**src/rtl/hwloop_pkg.sv**
```systemverilog
`timescale 1ns/1ps
package hwloop_pkg;

  parameter int unsigned WORD_W = 32;
  parameter int unsigned IMM_W  = 19;
  parameter int unsigned LF_POS = 0;

  typedef logic [WORD_W-1:0] word_t;

  typedef struct packed {
    word_t hi;
    word_t lo;
  } frame_t;

  typedef enum logic [2:0] {
    ST_IDLE,
    ST_SAVE_CNT,
    ST_SAVE_PC,
    ST_ARM,
    ST_UNWIND
  } seq_state_e;

  function automatic word_t widen_imm(input logic [IMM_W-1:0] imm);
    return {{(WORD_W-IMM_W){1'b0}}, imm};
  endfunction

  function automatic word_t lc_after_pass(input word_t lc);
    return lc - word_t'(1);
  endfunction

  function automatic logic is_final_pass(input word_t lc);
    return lc == word_t'(1);
  endfunction

  function automatic word_t pack_status(input word_t sr, input logic lf);
    word_t keep;
    keep = ~(word_t'(1) << LF_POS);
    return (sr & keep) | (word_t'(lf) << LF_POS);
  endfunction

endpackage

```
**src/rtl/hwloop_stack.sv**
```systemverilog
`timescale 1ns/1ps
module hwloop_stack
  import hwloop_pkg::*;
#(
  parameter int unsigned DEPTH = 15,
  localparam int unsigned PTR_W = $clog2(DEPTH + 1),
  localparam int unsigned IDX_W = (DEPTH > 1) ? $clog2(DEPTH) : 1
) (
  input  logic             clk_i,
  input  logic             rst_ni,
  input  logic             push_i,
  input  logic             pop_i,
  input  frame_t           din_i,
  output frame_t           top_o,
  output logic [PTR_W-1:0] depth_o,
  output logic             ovf_o,
  output logic             unf_o
);

  frame_t           mem_q [DEPTH];
  logic [PTR_W-1:0] sp_q;
  logic             full, empty;
  logic             do_push, do_pop, push_blocked, pop_blocked;
  logic [PTR_W-1:0] top_ptr;

  assign full         = (sp_q == PTR_W'(DEPTH));
  assign empty        = (sp_q == '0);
  assign do_push      = push_i && !full;
  assign do_pop       = pop_i && !empty;
  assign push_blocked = push_i && full;
  assign pop_blocked  = pop_i && empty;
  assign top_ptr      = sp_q - PTR_W'(1);

  always_ff @(posedge clk_i) begin
    if (!rst_ni) begin
      sp_q  <= '0;
      ovf_o <= 1'b0;
      unf_o <= 1'b0;
    end else begin
      if (do_push)      sp_q <= sp_q + PTR_W'(1);
      else if (do_pop)  sp_q <= top_ptr;
      if (push_blocked) ovf_o <= 1'b1;
      if (pop_blocked)  unf_o <= 1'b1;
    end
  end

  always_ff @(posedge clk_i) begin
    if (do_push) mem_q[sp_q[IDX_W-1:0]] <= din_i;
  end

  assign top_o   = empty ? '0 : mem_q[top_ptr[IDX_W-1:0]];
  assign depth_o = sp_q;

  AST_ONE_STACK_OP: assert property (@(posedge clk_i) disable iff (!rst_ni)
    !(push_i && pop_i));
  AST_DEPTH_BOUND: assert property (@(posedge clk_i) disable iff (!rst_ni)
    sp_q <= PTR_W'(DEPTH));
  AST_FULL_PUSH_HOLDS: assert property (@(posedge clk_i) disable iff (!rst_ni)
    push_blocked |=> (depth_o == PTR_W'(DEPTH)) && ovf_o);
  AST_OVF_STICKY: assert property (@(posedge clk_i) disable iff (!rst_ni)
    ovf_o |=> ovf_o);
  AST_EMPTY_POP_HOLDS: assert property (@(posedge clk_i) disable iff (!rst_ni)
    pop_blocked |=> (depth_o == '0) && unf_o);
  AST_UNF_STICKY: assert property (@(posedge clk_i) disable iff (!rst_ni)
    unf_o |=> unf_o);

endmodule

```
**src/rtl/hwloop_match.sv**
```systemverilog
`timescale 1ns/1ps
module hwloop_match
  import hwloop_pkg::*;
(
  input  logic  enable_i,
  input  logic  lf_i,
  input  logic  fetch_vld_i,
  input  word_t fetch_pc_i,
  input  word_t la_i,
  input  word_t lc_i,
  output logic  hit_o,
  output logic  repeat_o,
  output logic  exit_o
);

  logic last_pass;

  assign last_pass = is_final_pass(lc_i);
  assign hit_o     = enable_i && lf_i && fetch_vld_i && (fetch_pc_i == la_i);
  assign repeat_o  = hit_o && !last_pass;
  assign exit_o    = hit_o && last_pass;

endmodule

```
**src/rtl/hwloop_seq.sv**
```systemverilog
`timescale 1ns/1ps
module hwloop_seq
  import hwloop_pkg::*;
(
  input  logic             clk_i,
  input  logic             rst_ni,
  input  logic             start_i,
  input  logic             cnt_short_i,
  input  logic [IMM_W-1:0] cnt_imm_i,
  input  word_t            cnt_reg_i,
  input  word_t            end_addr_i,
  input  word_t            loop_top_i,
  input  word_t            status_i,
  input  logic             repeat_i,
  input  logic             exit_i,
  input  frame_t           stk_top_i,
  output logic             push_o,
  output logic             pop_o,
  output frame_t           push_data_o,
  output word_t            la_o,
  output word_t            lc_o,
  output logic             lf_o,
  output logic             busy_o
);

  seq_state_e state_q, state_d;
  word_t      cmd_cnt_q, cmd_end_q, cmd_top_q, cmd_sr_q;
  word_t      la_q, lc_q;
  logic       lf_q;
  logic       accept;
  word_t      sel_cnt;

  assign busy_o  = (state_q != ST_IDLE);
  assign accept  = start_i && !busy_o && !exit_i;
  assign sel_cnt = cnt_short_i ? widen_imm(cnt_imm_i) : cnt_reg_i;

  always_comb begin
    state_d     = state_q;
    push_o      = 1'b0;
    pop_o       = 1'b0;
    push_data_o = '0;
    unique case (state_q)
      ST_IDLE: begin
        if (exit_i) begin
          pop_o   = 1'b1;
          state_d = ST_UNWIND;
        end else if (accept) begin
          state_d = ST_SAVE_CNT;
        end
      end
      ST_SAVE_CNT: begin
        push_o      = 1'b1;
        push_data_o = '{hi: la_q, lo: lc_q};
        state_d     = ST_SAVE_PC;
      end
      ST_SAVE_PC: begin
        push_o      = 1'b1;
        push_data_o = '{hi: cmd_top_q, lo: pack_status(cmd_sr_q, lf_q)};
        state_d     = ST_ARM;
      end
      ST_ARM:    state_d = ST_IDLE;
      ST_UNWIND: begin
        pop_o   = 1'b1;
        state_d = ST_IDLE;
      end
      default:   state_d = ST_IDLE;
    endcase
  end

  always_ff @(posedge clk_i) begin
    if (!rst_ni) begin
      state_q   <= ST_IDLE;
      cmd_cnt_q <= '0;
      cmd_end_q <= '0;
      cmd_top_q <= '0;
      cmd_sr_q  <= '0;
    end else begin
      state_q <= state_d;
      if (accept) begin
        cmd_cnt_q <= sel_cnt;
        cmd_end_q <= end_addr_i;
        cmd_top_q <= loop_top_i;
        cmd_sr_q  <= status_i;
      end
    end
  end

  always_ff @(posedge clk_i) begin
    if (!rst_ni) begin
      la_q <= '0;
      lc_q <= '0;
      lf_q <= 1'b0;
    end else begin
      unique case (state_q)
        ST_IDLE: begin
          if (repeat_i)    lc_q <= lc_after_pass(lc_q);
          else if (exit_i) lf_q <= stk_top_i.lo[LF_POS];
        end
        ST_SAVE_CNT: lc_q <= cmd_cnt_q;
        ST_SAVE_PC:  la_q <= cmd_end_q;
        ST_ARM:      lf_q <= 1'b1;
        ST_UNWIND: begin
          la_q <= stk_top_i.hi;
          lc_q <= stk_top_i.lo;
        end
        default: ;
      endcase
    end
  end

  assign la_o = la_q;
  assign lc_o = lc_q;
  assign lf_o = lf_q;

  AST_SETUP_STEP1: assert property (@(posedge clk_i) disable iff (!rst_ni)
    (state_q == ST_SAVE_CNT) |=> (state_q == ST_SAVE_PC));
  AST_SETUP_STEP2: assert property (@(posedge clk_i) disable iff (!rst_ni)
    (state_q == ST_SAVE_PC) |=> (state_q == ST_ARM));
  AST_BUSY_START_IGNORED: assert property (@(posedge clk_i) disable iff (!rst_ni)
    (busy_o && start_i && (state_q != ST_ARM) && (state_q != ST_UNWIND)) |=> busy_o);
  AST_COUNT_LOADED: assert property (@(posedge clk_i) disable iff (!rst_ni)
    (state_q == ST_SAVE_CNT) |=> (lc_q == $past(cmd_cnt_q)));
  AST_END_LOADED: assert property (@(posedge clk_i) disable iff (!rst_ni)
    (state_q == ST_SAVE_PC) |=> (la_q == $past(cmd_end_q)));
  AST_ARM_SETS_FLAG: assert property (@(posedge clk_i) disable iff (!rst_ni)
    (state_q == ST_ARM) |=> lf_q);
  AST_PASS_DECREMENTS: assert property (@(posedge clk_i) disable iff (!rst_ni)
    repeat_i |=> (lc_q == ($past(lc_q) - word_t'(1))));
  AST_UNWIND_ONE_CYCLE: assert property (@(posedge clk_i) disable iff (!rst_ni)
    (state_q == ST_UNWIND) |=> (state_q == ST_IDLE));

endmodule

```
**src/rtl/hwloop_ctrl.sv**
```systemverilog
`timescale 1ns/1ps
module hwloop_ctrl
  import hwloop_pkg::*;
#(
  parameter int unsigned STK_DEPTH = 15,
  localparam int unsigned DEPTH_W = $clog2(STK_DEPTH + 1)
) (
  input  logic               clk_i,
  input  logic               rst_ni,
  input  logic               loop_start_i,
  input  logic               cnt_short_i,
  input  logic [IMM_W-1:0]   cnt_imm_i,
  input  logic [WORD_W-1:0]  cnt_reg_i,
  input  logic [WORD_W-1:0]  end_addr_i,
  input  logic [WORD_W-1:0]  loop_top_i,
  input  logic [WORD_W-1:0]  status_i,
  input  logic               fetch_vld_i,
  input  logic [WORD_W-1:0]  fetch_pc_i,
  output logic               busy_o,
  output logic               pc_ovr_vld_o,
  output logic [WORD_W-1:0]  pc_ovr_o,
  output logic [WORD_W-1:0]  lc_o,
  output logic [WORD_W-1:0]  la_o,
  output logic               lf_o,
  output logic [DEPTH_W-1:0] depth_o,
  output logic               ovf_o,
  output logic               unf_o
);

  logic   push, pop, hit, pass_repeat, pass_exit;
  frame_t push_data, stk_top;
  word_t  la, lc;
  logic   lf, busy;

  hwloop_match u_match (
    .enable_i   (!busy),
    .lf_i       (lf),
    .fetch_vld_i(fetch_vld_i),
    .fetch_pc_i (fetch_pc_i),
    .la_i       (la),
    .lc_i       (lc),
    .hit_o      (hit),
    .repeat_o   (pass_repeat),
    .exit_o     (pass_exit)
  );

  hwloop_seq u_seq (
    .clk_i      (clk_i),
    .rst_ni     (rst_ni),
    .start_i    (loop_start_i),
    .cnt_short_i(cnt_short_i),
    .cnt_imm_i  (cnt_imm_i),
    .cnt_reg_i  (cnt_reg_i),
    .end_addr_i (end_addr_i),
    .loop_top_i (loop_top_i),
    .status_i   (status_i),
    .repeat_i   (pass_repeat),
    .exit_i     (pass_exit),
    .stk_top_i  (stk_top),
    .push_o     (push),
    .pop_o      (pop),
    .push_data_o(push_data),
    .la_o       (la),
    .lc_o       (lc),
    .lf_o       (lf),
    .busy_o     (busy)
  );

  hwloop_stack #(.DEPTH(STK_DEPTH)) u_stack (
    .clk_i  (clk_i),
    .rst_ni (rst_ni),
    .push_i (push),
    .pop_i  (pop),
    .din_i  (push_data),
    .top_o  (stk_top),
    .depth_o(depth_o),
    .ovf_o  (ovf_o),
    .unf_o  (unf_o)
  );

  assign pc_ovr_vld_o = pass_repeat;
  assign pc_ovr_o     = stk_top.hi;
  assign busy_o       = busy;
  assign la_o         = la;
  assign lc_o         = lc;
  assign lf_o         = lf;

  AST_REDIRECT_NEEDS_LOOP: assert property (@(posedge clk_i) disable iff (!rst_ni)
    pc_ovr_vld_o |-> (lf_o && !busy_o && hit));
  AST_REDIRECT_KEEPS_DEPTH: assert property (@(posedge clk_i) disable iff (!rst_ni)
    pc_ovr_vld_o |=> (depth_o == $past(depth_o)));
  AST_EXIT_STARTS_UNWIND: assert property (@(posedge clk_i) disable iff (!rst_ni)
    pass_exit |=> (busy_o && !pc_ovr_vld_o));

endmodule

```
**config.mk**
```make
export PLATFORM = sky130hd
export DESIGN_NAME = hwloop_ctrl
export DESIGN_NICKNAME = d
export VERILOG_FILES = /design/src/rtl/hwloop_pkg.sv /design/src/rtl/hwloop_stack.sv /design/src/rtl/hwloop_match.sv /design/src/rtl/hwloop_seq.sv /design/src/rtl/hwloop_ctrl.sv
export SDC_FILE = /design/constraint.sdc
export NUM_CORES = 2
export LEC_CHECK = 0
export ABC_CLOCK_PERIOD_IN_PS = 12490
export BUFFER_PORTS_ARGS = -buffer_cell sky130_fd_sc_hd__buf_2
export CAP_MARGIN = 20
export CORE_ASPECT_RATIO = 0.6
export CORE_MARGIN = 10
export CORE_UTILIZATION = 55
export DETAILED_ROUTE_END_ITERATION = 10
export GPL_TIMING_DRIVEN = 0
export PLACE_DENSITY = 0.73
export SKIP_CTS_REPAIR_TIMING = 1
export SYNTH_ARGS = -nofsm -noshare
export SYNTH_HDL_FRONTEND = slang
export SYNTH_SLANG_ARGS = --single-unit
```
**constraint.sdc**
```tcl
create_clock -name clk_i -period 12.49 [get_ports clk_i]
set_input_delay 1.8735 -clock clk_i [delete_from_list [all_inputs] [get_ports clk_i]]
set_output_delay 1.8735 -clock clk_i [all_outputs]
set_load 0.01 [all_outputs]
```
==> impl_results.md <==
- Outcome: finished clean
- Clk_skew: 0.0466 ns
- Max-slew violations: 0
- Max-Cap Viols: 0
- Fin util: 63.7%
- Worst rel slew slack: between 10 and 15%
- Place WS: ~4.1 ns
- Nets@finish: 3649
- Die Ht: 247 um
- Ports: 289
- Worst setup path category: reg -> out
- Tot Pwr: 10.1 mW
- Initial Util: 55.4%
- DR WL/cell: 37.4 um
- Commonest non-fill, non-tap cell in the layout: edfxtp_1
- Seq cells post-synth: 1161
- Register area share after synthesis: a little over two thirds
- VDD IR max: 127 uV
- Most frequent cells in the layout: edfxtp_1, buf_2, a21oi_1
- Fill cells: 6014
- Setup crit start kind: flop
- Root Buffer: clkbuf_16
- Final Setup Violations: 0
- Synth warnings: 0
- Inserted Clock Buffers: 101
- Rows: slightly above 80
- CP Max Fanout: 10
- CTS tree: yes
- HPWL after DPL: between 100000 and 150000 um
- Post-Syn Instances: about 3000
- Leakage power: about 18 nW
- Routed WL: 176000 um
- Maximum buffer depth of the clock tree: 3
- DR DRC count: 0
- Global-route wire length before repair: 240000 um
- Worst-Margin Slew: 1.32 ns
- Total track usage: 34.8%
- Die area: 0.0987 mm2
- Met3 usage: 17.0%
- Worst Path Arrival: 7.72 ns
- Final WS setup: roughly 2.9 ns
- Via count: approximately 33000
- Asr flop ratio synth: 0%
- Worst skew pair latency: approximately 0.72 ns
- Vias in the first global route: 30883
- Syn Std Cell Area: about 0.047 mm2
- Initial detailed-routing violation count: ~6600
- Worst hold path type: reg -> reg
- Tmin final: 9.59 ns
- H-tree levels: 3
- Grt met1 use: 50.1%
- CP Capture Type: output pin
- Routability cong.: 1.03
- Post-route ant nets: 0
- Final count of hold timing violations: 0
- Largest net degree at the start of global routing: 51
- EDFF count, synth: 960
- Core Area: 0.0855 mm2
- Worst-path clk slew: approximately 0.06 ns
- GRT overflow: 0
- Clock Sinks: 1161
- Net Count, Synth: 3199
- Avg Inst Size Synth: 15.7 um2
- Period utilization: 76.8%
- Via/cell ratio: 7.04
- Layout cells sized above 1: between 20% and 30%
- RSZ-0062 raised after global routing: no
- Area Growth Syn to Fin: 15.0%
- PortBufs: about 290
- Synth Flop Type: edfxtp_1
- Post-synth cell types: 79
- GR peak layer: met1
- Max Freq: 0.104 GHz
- Met2 Use GR: 45.7%
- Die width: 399 um
- Cell area power density: roughly 190 mW/mm2
- Required @ worst endpoint: 10.62 ns
- Initial antenna violation count: 13
- First-pass iteration count of the detailed router: 6
- Setup TNS: 0 ns
[power breakdown]
part / leakage, nW / internal, mW / switching [mW]
clock network: 1.60 / 1.72 / 1.44
registers: 10.5 / 4.29 / 0.0939
logic: 6.36 / 0.787 / 1.77
[path summary, 6_finish.rpt]
check,start,endpoint,slack (ns),cells after the start
worst max-delay path,u_stack.depth_o[0],pc_ovr_o[24],2.90,13
worst min-delay path,u_seq.cmd_top_q[23],u_seq.cmd_top_q[23],0.49,2
worst max register to register,u_stack.depth_o[0],u_seq.lc_o[23],5.16,16
worst min register to register,u_seq.cmd_top_q[23],u_seq.cmd_top_q[23],0.49,2
[layer usage]
layer	wire length, um	share of wire (%)
met1	66400	38
met2	69300	39
met3	33600	19
met4	6150	3.5
met5	106	0.060
[sequential cells by signal, summed over array words and instances, names as in the netlist]
signal	flops
u_seq.cmd_end_q	32
u_seq.lf_o	1
u_seq.lc_o	32
u_seq.cmd_cnt_q	32
u_stack.depth_o	4
u_stack.unf_o	1
u_stack.mem_q	960
u_seq.state_q	3
u_seq.cmd_top_q	32
u_seq.cmd_sr_q	31
u_stack.ovf_o	1
u_seq.la_o	32
[per-stage QoR]
step | cells | hold WS [ns] | area, um2
2_1_floorplan | 3008 | 0.454 | 47400
3_3_place_gp | 4441 | 0.469 | 50200
3_5_place_dp | 4497 | 0.472 | 51100
4_1_cts | 4684 | 0.481 | 54400
5_1_grt | 4689 | 0.496 | 54500
6_report | 4692 | 0.486 | 54500
[critical path: stages (launching register included)]
cell and delay, ns:
dfxtp_1 0.48, buf_2 0.28, buf_2 0.49, buf_2 0.54, buf_4 0.39, buf_2 0.43, inv_1 0.26, ha_1 0.38
xor2_2 0.91, clkbuf_1 0.86, buf_1 0.66, clkbuf_1 0.69, a211oi_1 0.34, buf_2 0.24
[final cells by class]
class	count	area, um2	share of cell area (%)
timing repair buffer	347	2290	4.20
inverter	7	26.3	0.0482
clock inverter	51	482	0.884
multi-input combinational	1593	13400	24.7
buffer	247	1110	2.05
tap	1147	1440	2.63
clock buffer	136	2820	5.17
sequential	1161	32900	60.3
antenna	3	7.51	0.0138
[Yosys cell counts (all sizes together), types with 17 or more instances]
library cell	instances	area share (%)
o21ai	133	1.4
dfxtp	201	8.5
mux2i	133	2.8
nor3	18	0.22
a22o	64	1.2
nand4	21	0.29
a22oi	24	0.38
and3	30	0.40
a211oi	117	1.9
a21oi	248	2.6
a31o	17	0.31
edfxtp	960	61
nor2	102	0.81
clkbuf	153	1.2
xnor2	31	0.57
nand2	139	1.1
buf	94	1.1
mux4	192	9.1
nand3	114	1.2
a2111o	22	0.52
[cells by family after synthesis]
family          Yosys count  share of synthesized area, %
flops                  1161                          69.3
compound gates          719                          10.0
simple gates            504                          5.37
mux                     327                          12.0
buf+inv                 254                          2.41
xor+xnor                 36                         0.681
fa+ha+maj                 7                         0.185
Power figures use the tool's default switching activity.
